[config.mk]
export PLATFORM = sky130hd
export DESIGN_NAME = can_fault_counters
export DESIGN_NICKNAME = d
export VERILOG_FILES = /design/src/rtl/cfc_pkg.sv /design/src/rtl/cfc_rx_counter.sv /design/src/rtl/cfc_tx_counter.sv /design/src/rtl/cfc_state_flags.sv /design/src/rtl/cfc_lec_reg.sv /design/src/rtl/can_fault_counters.sv
export SDC_FILE = /design/constraint.sdc
export NUM_CORES = 1
export LEC_CHECK = 0
export CAP_MARGIN = 10
export CORE_MARGIN = 4
export CORE_UTILIZATION = 47
export CTS_BUF_LIST = sky130_fd_sc_hd__clkbuf_2 sky130_fd_sc_hd__clkbuf_4 sky130_fd_sc_hd__clkbuf_8
export DETAILED_ROUTE_END_ITERATION = 16
export PLACE_DENSITY = 0.87
export SYNTH_ARGS = -nofsm -noshare
export SYNTH_HDL_FRONTEND = slang
export SYNTH_SLANG_ARGS = --single-unit
[constraint.sdc]
create_clock -name clk_i -period 2.54 [get_ports clk_i]
set_clock_uncertainty 0.05 [all_clocks]
set_input_delay 0.254 -clock clk_i [delete_from_list [all_inputs] [get_ports clk_i]]
set_output_delay 0.254 -clock clk_i [all_outputs]
set_load 0.03 [all_outputs]
[src/rtl/cfc_pkg.sv]
package cfc_pkg;
  localparam int unsigned LEC_W    = 3;
  localparam int unsigned STATUS_W = 32;
  localparam int unsigned RX_LSB   = 24;
  localparam int unsigned TX_LSB   = 16;
  localparam int unsigned LEC_LSB  = 4;
  localparam int unsigned BOFF_BIT = 2;
  localparam int unsigned PASS_BIT = 1;
  localparam int unsigned WARN_BIT = 0;

  typedef logic [LEC_W-1:0] lec_t;

  typedef struct packed {
    logic warn;
    logic passive;
    logic busoff;
  } fc_flags_t;
endpackage

[src/rtl/cfc_rx_counter.sv]
module cfc_rx_counter #(
  parameter int unsigned CNT_W       = 8,
  parameter int unsigned MINOR_STEP  = 1,
  parameter int unsigned SEVERE_STEP = 8,
  parameter int unsigned SNAP_ABOVE  = 128,
  parameter int unsigned SNAP_VAL    = 120
) (
  input  logic             clk_i,
  input  logic             rst_ni,
  input  logic             clear_i,
  input  logic             hold_i,
  input  logic             err_i,
  input  logic             severe_i,
  input  logic             ok_i,
  output logic [CNT_W-1:0] cnt_o
);
  localparam logic [CNT_W:0]   MAX_W   = {1'b0, {CNT_W{1'b1}}};
  localparam logic [CNT_W:0]   MINOR_W = (CNT_W+1)'(MINOR_STEP);
  localparam logic [CNT_W:0]   SEV_W   = (CNT_W+1)'(SEVERE_STEP);
  localparam logic [CNT_W-1:0] SNAP_A  = CNT_W'(SNAP_ABOVE);
  localparam logic [CNT_W-1:0] SNAP_V  = CNT_W'(SNAP_VAL);

  logic [CNT_W-1:0] cnt_q, cnt_d;
  logic [CNT_W:0]   sum;

  always_comb begin
    sum   = {1'b0, cnt_q} + (severe_i ? SEV_W : MINOR_W);
    cnt_d = cnt_q;
    if (clear_i) begin
      cnt_d = '0;
    end else if (!hold_i) begin
      if (err_i) begin
        cnt_d = (sum > MAX_W) ? MAX_W[CNT_W-1:0] : sum[CNT_W-1:0];
      end else if (ok_i) begin
        if (cnt_q > SNAP_A)        cnt_d = SNAP_V;
        else if (cnt_q != '0)      cnt_d = cnt_q - 1'b1;
      end
    end
  end

  always_ff @(posedge clk_i or negedge rst_ni) begin
    if (!rst_ni) cnt_q <= '0;
    else         cnt_q <= cnt_d;
  end

  assign cnt_o = cnt_q;
endmodule

[src/rtl/cfc_tx_counter.sv]
module cfc_tx_counter #(
  parameter int unsigned TX_W    = 9,
  parameter int unsigned ERR_STEP = 8
) (
  input  logic            clk_i,
  input  logic            rst_ni,
  input  logic            clear_i,
  input  logic            hold_i,
  input  logic            err_i,
  input  logic            ok_i,
  output logic [TX_W-1:0] cnt_o
);
  localparam logic [TX_W:0] MAX_W  = {1'b0, {TX_W{1'b1}}};
  localparam logic [TX_W:0] STEP_W = (TX_W+1)'(ERR_STEP);

  logic [TX_W-1:0] cnt_q, cnt_d;
  logic [TX_W:0]   sum;

  always_comb begin
    sum   = {1'b0, cnt_q} + STEP_W;
    cnt_d = cnt_q;
    if (clear_i) begin
      cnt_d = '0;
    end else if (!hold_i) begin
      if (err_i)                  cnt_d = (sum > MAX_W) ? MAX_W[TX_W-1:0] : sum[TX_W-1:0];
      else if (ok_i && cnt_q != '0) cnt_d = cnt_q - 1'b1;
    end
  end

  always_ff @(posedge clk_i or negedge rst_ni) begin
    if (!rst_ni) cnt_q <= '0;
    else         cnt_q <= cnt_d;
  end

  assign cnt_o = cnt_q;
endmodule

[src/rtl/cfc_state_flags.sv]
module cfc_state_flags
  import cfc_pkg::*;
#(
  parameter int unsigned CNT_W    = 8,
  parameter int unsigned TX_W     = 9,
  parameter int unsigned WARN_LIM = 96,
  parameter int unsigned PASS_LIM = 127
) (
  input  logic [CNT_W-1:0] rx_cnt_i,
  input  logic [TX_W-1:0]  tx_cnt_i,
  output fc_flags_t        flags_o
);
  localparam logic [TX_W-1:0] WARN_T = TX_W'(WARN_LIM);
  localparam logic [TX_W-1:0] PASS_T = TX_W'(PASS_LIM);
  localparam logic [TX_W-1:0] BOFF_T = TX_W'((1 << CNT_W) - 1);

  logic [TX_W-1:0] rx_ext;
  assign rx_ext = TX_W'(rx_cnt_i);

  always_comb begin
    flags_o.warn    = (rx_ext >= WARN_T) || (tx_cnt_i >= WARN_T);
    flags_o.passive = (rx_ext >  PASS_T) || (tx_cnt_i >  PASS_T);
    flags_o.busoff  = (tx_cnt_i > BOFF_T);
  end
endmodule

[src/rtl/cfc_lec_reg.sv]
module cfc_lec_reg
  import cfc_pkg::*;
(
  input  logic clk_i,
  input  logic rst_ni,
  input  logic hw_ev_i,
  input  lec_t hw_code_i,
  input  logic sw_we_i,
  input  lec_t sw_data_i,
  output lec_t lec_o
);
  lec_t lec_q;

  always_ff @(posedge clk_i or negedge rst_ni) begin
    if (!rst_ni)      lec_q <= '0;
    else if (hw_ev_i) lec_q <= hw_code_i;
    else if (sw_we_i) lec_q <= sw_data_i;
  end

  assign lec_o = lec_q;
endmodule

[src/rtl/can_fault_counters.sv]
module can_fault_counters
  import cfc_pkg::*;
#(
  parameter int unsigned CNT_W       = 8,
  parameter int unsigned MINOR_STEP  = 1,
  parameter int unsigned SEVERE_STEP = 8,
  parameter int unsigned TX_STEP     = 8,
  parameter int unsigned SNAP_ABOVE  = 128,
  parameter int unsigned SNAP_VAL    = 120,
  parameter int unsigned WARN_LIM    = 96,
  parameter int unsigned PASS_LIM    = 127
) (
  input  logic                clk_i,
  input  logic                rst_ni,
  input  logic                rx_err_i,
  input  logic                rx_severe_i,
  input  logic                rx_ok_i,
  input  logic                tx_err_i,
  input  logic                tx_ok_i,
  input  logic [LEC_W-1:0]    err_code_i,
  input  logic                recover_i,
  input  logic                lec_we_i,
  input  logic [LEC_W-1:0]    lec_wdata_i,
  output logic [CNT_W-1:0]    rx_cnt_o,
  output logic [CNT_W-1:0]    tx_cnt_o,
  output logic                warn_o,
  output logic                passive_o,
  output logic                busoff_o,
  output logic [LEC_W-1:0]    lec_o,
  output logic [STATUS_W-1:0] status_o
);
  localparam int unsigned TX_W = CNT_W + 1;

  logic [CNT_W-1:0] rx_cnt;
  logic [TX_W-1:0]  tx_cnt;
  fc_flags_t        flags;
  lec_t             lec;
  logic             frozen;
  logic             hw_ev;

  // bus-off freezes event handling; recovery overrides
  assign frozen = flags.busoff;
  assign hw_ev  = (rx_err_i || tx_err_i) && !frozen && !recover_i;

  cfc_rx_counter #(
    .CNT_W(CNT_W), .MINOR_STEP(MINOR_STEP), .SEVERE_STEP(SEVERE_STEP),
    .SNAP_ABOVE(SNAP_ABOVE), .SNAP_VAL(SNAP_VAL)
  ) u_rx (
    .clk_i, .rst_ni,
    .clear_i (recover_i),
    .hold_i  (frozen),
    .err_i   (rx_err_i),
    .severe_i(rx_severe_i),
    .ok_i    (rx_ok_i),
    .cnt_o   (rx_cnt)
  );

  cfc_tx_counter #(.TX_W(TX_W), .ERR_STEP(TX_STEP)) u_tx (
    .clk_i, .rst_ni,
    .clear_i(recover_i),
    .hold_i (frozen),
    .err_i  (tx_err_i),
    .ok_i   (tx_ok_i),
    .cnt_o  (tx_cnt)
  );

  cfc_state_flags #(
    .CNT_W(CNT_W), .TX_W(TX_W), .WARN_LIM(WARN_LIM), .PASS_LIM(PASS_LIM)
  ) u_flags (
    .rx_cnt_i(rx_cnt),
    .tx_cnt_i(tx_cnt),
    .flags_o (flags)
  );

  cfc_lec_reg u_lec (
    .clk_i, .rst_ni,
    .hw_ev_i  (hw_ev),
    .hw_code_i(err_code_i),
    .sw_we_i  (lec_we_i),
    .sw_data_i(lec_wdata_i),
    .lec_o    (lec)
  );

  always_comb begin
    status_o = '0;
    status_o[RX_LSB +: CNT_W]  = rx_cnt;
    status_o[TX_LSB +: CNT_W]  = tx_cnt[CNT_W-1:0];
    status_o[LEC_LSB +: LEC_W] = lec;
    status_o[BOFF_BIT]         = flags.busoff;
    status_o[PASS_BIT]         = flags.passive;
    status_o[WARN_BIT]         = flags.warn;
  end

  assign rx_cnt_o  = rx_cnt;
  assign tx_cnt_o  = tx_cnt[CNT_W-1:0];
  assign warn_o    = flags.warn;
  assign passive_o = flags.passive;
  assign busoff_o  = flags.busoff;
  assign lec_o     = lec;
endmodule

# After elaboration in Yosys (flattened, before gate mapping)
# Cells that the tools add are included.
op_classes:
  magnitude_cmp: 8
  eq_ne: 1
  reduce_logical: 16
  mux: 15
  add_sub_neg: 4
op_table:
  columns: ["cell", "n"]
  rows:
  - ["$mux 8", 7]
  - ["$mux 9", 5]
  - ["$gt 9x8->1 const B", 2]
  - ["$add 9x4->10 const B", 1]
  - ["$gt 10x9->1 const B", 1]
  - ["$add 8x9->9", 1]
  - ["$ge 9x7->1 const B", 1]
  - ["$gt 9x7->1 const B", 1]
  - ["$reduce_bool 9->1", 1]
  - ["$sub 9x1->9 const B", 1]
  - ["$ge 8x7->1 const B", 1]
  - ["$gt 8x7->1 const B", 1]
  - ["$gt 8x8->1 const B", 1]
  - ["$reduce_bool 8->1", 1]
  - ["$sub 8x1->8 const B", 1]
  - ["$mux 3", 2]
  - ["$reduce_bool 3->1", 2]
  - ["$mux 4", 1]
  - ["$reduce_bool 4->1", 1]
  - ["$logic_and 1x1->1", 3]
  - ["$logic_or 1x1->1", 3]
  - ["$reduce_and 3->1", 1]
  - ["$logic_not 1->1", 2]
  - ["$ne 2x2->1 const B", 1]
  - ["other kinds (2)", 2]
totals:
  regBits: 20
  out_inout_bits: 54

# Logic depth before layout (Yosys ltp)
depth:
  ltp_word: 7
  mapped_depth: 8
  ltp_nobuf: 8

# By module
# Synthesis repeated with hierarchy kept, for this count alone.
unflattened:
  hier_cells: 254
  area_unflattened_um2: 2122.0
by_module_without_submodules:
  columns: ["module", "instances", "area_each_um2", "cells_per_inst"]
  rows:
  - ["cfc_rx_counter", 1, 923.4, 111]
  - ["cfc_tx_counter", 1, 784.5, 93]
  - ["can_fault_counters", 1, 257.7, 35]
  - ["cfc_lec_reg", 1, 131.4, 12]
  - ["cfc_state_flags", 1, 25.0, 3]

# Worst setup path after synthesis
# No wires, ideal clock.
synth_timing:
  path_type: "reg-to-output"
  start: "register u_tx.cnt_q[4], in the netlist u_tx.cnt_o[4]"
  end: "output status_o[1]"
  path_stages_with_launch: 5
  arrival_time_ns: 2.046
  path_buffers: 1
  slack_ns: 0.190
  path_cell_list: "dfrtp_1 -> ha_1 -> nand3_1 -> o31ai_1 -> buf_4"
synth_between:
  elab_chain_cells: 2
synth_rtl:
  columns: ["element", "line_no", "source"]
  rows:
  - ["start: declaration", "cfc_tx_counter.sv:16", "logic [TX_W-1:0] cnt_q, cnt_d;"]
  - ["start signal: assignment", "cfc_tx_counter.sv:32", "else cnt_q <= cnt_d;"]
  - ["$gt 9x7->1", "cfc_state_flags.sv:22", "flags_o.passive = (rx_ext > PASS_T) || (tx_cnt_i > PASS_T);"]
  - ["$logic_or 1x1->1", "cfc_state_flags.sv:22", null]
  - ["end: declaration", "can_fault_counters.sv:30", "output logic [STATUS_W-1:0] status_o"]
# No other way between the ends.

# Worst setup path after layout
layout_timing:
  start: "register u_tx.cnt_q[0], in the netlist u_tx.cnt_o[0]"
  end: "output status_o[2]"
layout_between:
  elab_chain_cells: 1
layout_rtl:
  columns: ["element", "line_no", "source"]
  rows:
  - ["$gt 9x8->1", "cfc_state_flags.sv:23", "flags_o.busoff = (tx_cnt_i > BOFF_T);"]
# No other way between the ends.

==> key figures <==
Detailed routing
  – Vias: approximately 1800
  – Antenna Violating Nets Remaining: 0
  – Drt wl/cell: 15.0 um
  – Vias per cell: roughly 5.7
  – Pre-antenna DRT Iters: 4
  – Initial DRC Count: 105
  – DRC errors left: 0
  – Total wire length: 4810 um

Floorplan
  – Core Region: 4090 um2
  – Die area: 5430 um2
  – Die Height: 73.7 um
  – Width of the die: ~74 um
  – Count of boundary I/O pins: 69
  – Starting Density: 0.496
  – Row Count: 23

Synth
  – Synthesized area per cell: approximately 8.3 um2
  – Ys flop type: dfrtp_1
  – Post-synthesis cell area: around 2000 um2
  – EDFF count, synth: 0
  – Cells after Synth: 243
  – Async SR Flop Fraction: 1.00
  – Synth Register Bits: 20
  – Yosys Warn Count: 0
  – Seq/Total Area, Yosys: 0.247
  – Count of cell types in the netlist: 61

Placed design
  – IO Port Bufs: 58
  – Placed cell count: roughly 320
  – Area after DPL: 2410 um2
  – Final HPWL DP: 3630 um
  – Placer congestion estimate: ~0.87

Final layout
  – Antenna cells: 0
  – Layout Nets: 297
  – Fin area: 2480 um2
  – Multi-input logic area: 1140 um2
  – Area growth, synth to finish: 22.3%
  – Cell Count, Final, Fillers Out: 320
  – Fraction of final layout cells sized beyond drive strength 1: 0.111
  – Commonest non-fill, non-tap cell in the layout: clkdlybuf4s50_1
  – Most frequent cells in the layout: clkdlybuf4s50_1, nor2_1, dfrtp_1
  – Final Util: 0.607
  – Flip-flop and latch area: 500 um2
  – Filler cell count: 376

Run status
  – Status: finished, final reports clean

Worst setup path
  – Nature of the critical path endpoint: primary output
  – Worst R2R Setup Slack: 280 ps
  – WP data required: 2240 ps
  – CP max FO: 7
  – CP Class: register to primary output
  – Critical Path Source Type: register
  – Worst path arrival time: 2000 ps
  – Worst r2r src: u_tx.cnt_o[0]$_DFFE_PN0P_
  – Worst reg2reg path endpoint: u_tx.cnt_o[6]$_DFFE_PN0P_
  – Cells on worst reg2reg path: 7

CTS
  – Clk pin slew, worst setup/hold paths: about 80 ps
  – Sinks on the clock net: 20
  – Root buffer cell: clkbuf_8
  – Htree depth: 1
  – CTS tree: done
  – Bufs on Longest Clock Path: 2
  – Post-CTS setup buffer count: 0
  – CTS buffer count: 3
  – Worst skew pair latency: approximately 270 ps

STA
  – Slew Viols, Final: 0
  – Worst rel slew slack: 0.617
  – Final Hold Vio Count: 0
  – Peak Freq: 0.434 GHz
  – Least-Margin Pin Slew: 573 ps
  – Setup violators final: 0
  – Fin crit period: 2300 ps
  – TNS Setup: 0 ps
  – Final Cycle Share: 0.907
  – RSZ-0062 raised after global routing: false

Pwr
  – Leakage: 1.04 nW
  – Final Power: 2.75 mW
  – VDD IR max: 543 uV
  – Power per cell area: 1110 nW/um2

GRT
  – First-pass GRT wire length: 8110 um
  – Total global routing overflow: 0
  – Vias in the first global route: 1708
  – GRT Overall Usage: 0.187
  – Pin count of the biggest net entering global routing: 21
  – Initial antenna violation count: 0

Worst hold path
  – Worst hold path type: input port to async pin

Run
  – Max Cap Violations: 0
[metrics by stage]
stage,hold WS [ps],setup WS (ps)
after floorplan,-91.6,190
after global placement,507,289
after detailed placement,533,253
after CTS,283,11.3
after global routing,303,132
final,271,235
[report_power, final]
group	switching (mW)	internal [mW]
clock network	0.123	0.211
logic	1.07	0.779
registers	0.164	0.404
[worst max path at each step]
stage / from / endpoint / slack, ps / depth (start not counted)
2_1_floorplan: u_tx.cnt_o[4]$_DFFE_PN0P_ / status_o[1] / 190 / 4
3_3_place_gp: u_tx.cnt_o[0]$_DFFE_PN0P_ / busoff_o / 290 / 5
3_5_place_dp: u_tx.cnt_o[0]$_DFFE_PN0P_ / status_o[2] / 250 / 5
4_1_cts: u_tx.cnt_o[0]$_DFFE_PN0P_ / status_o[1] / 10 / 4
5_1_grt: u_tx.cnt_o[0]$_DFFE_PN0P_ / u_tx.cnt_o[5]$_DFFE_PN0P_ / 130 / 7
6_report: u_tx.cnt_o[0]$_DFFE_PN0P_ / status_o[2] / 240 / 5
[state kept, by name, indices dropped and copies added (netlist names)]
name	count
u_lec.lec_o	3
u_tx.cnt_o	9
u_rx.cnt_o	8
[routing by layer]
layer,wire length [um],global-route usage,share of wire,vias up
li1,-,-,-,870
met1,2090,0.259,0.43,863
met2,2230,0.295,0.46,84
met3,438,0.0383,0.091,5
met4,54,0.0523,0.011,0
met5,0,0,0,-
[cells in the mapped netlist, drive strengths merged, types with 4 or more instances]
cell type | n | share of area
dfrtp | 20 | 0.25
buf | 49 | 0.18
ha | 11 | 0.068
o21ai | 9 | 0.022
nand3 | 9 | 0.022
a21oi | 12 | 0.031
o221ai | 4 | 0.017
nor4 | 4 | 0.026
nand2 | 18 | 0.033
a211oi | 6 | 0.022
nor3 | 6 | 0.017
xnor2 | 10 | 0.043
nor2 | 21 | 0.039
clkbuf | 6 | 0.011
inv | 11 | 0.022
[kinds of logic (layout without fill, tap and decap cells)]
| kind of cell | Yosys count | in the layout | share of synthesized area |
|---|---|---|---|
| other | 1 | 10 | 0.00185 |
| multiplexers | 3 | 3 | 0.0148 |
| buffers and inverters | 67 | 85 | 0.210 |
| AND/OR/NAND/NOR | 77 | 77 | 0.220 |
| XOR/XNOR | 11 | 11 | 0.0475 |
| adder cells (fa/ha/maj) | 11 | 11 | 0.0679 |
| flip-flops | 20 | 20 | 0.247 |
| AO/OA/AOI/OAI | 53 | 53 | 0.192 |
[worst max-delay path, stage by stage (launching register included)]
cell and delay [ps]:
dfrtp_1 460, ha_1 230, and3_4 180, o31a_4 350, inv_4 100, dlygate4sd2_1 410
[repair_timing]
item                                   in CTS  in global routing
endpoints found under the hold margin       0                  0
resized for setup                           3                  1
hold buffers                                0                  0
setup endpoints to repair                   4                  1
[area by class of cell]
class / instances / area share
Multi-Input combinational cell: 165 / 0.458
Tap cell: 50 / 0.0252
Timing Repair Buffer: 69 / 0.267
Inverter: 12 / 0.0192
Clock inverter: 1 / 0.0121
Clock buffer: 3 / 0.0166
Sequential cell: 20 / 0.202
Power figures use the tool's default switching activity.
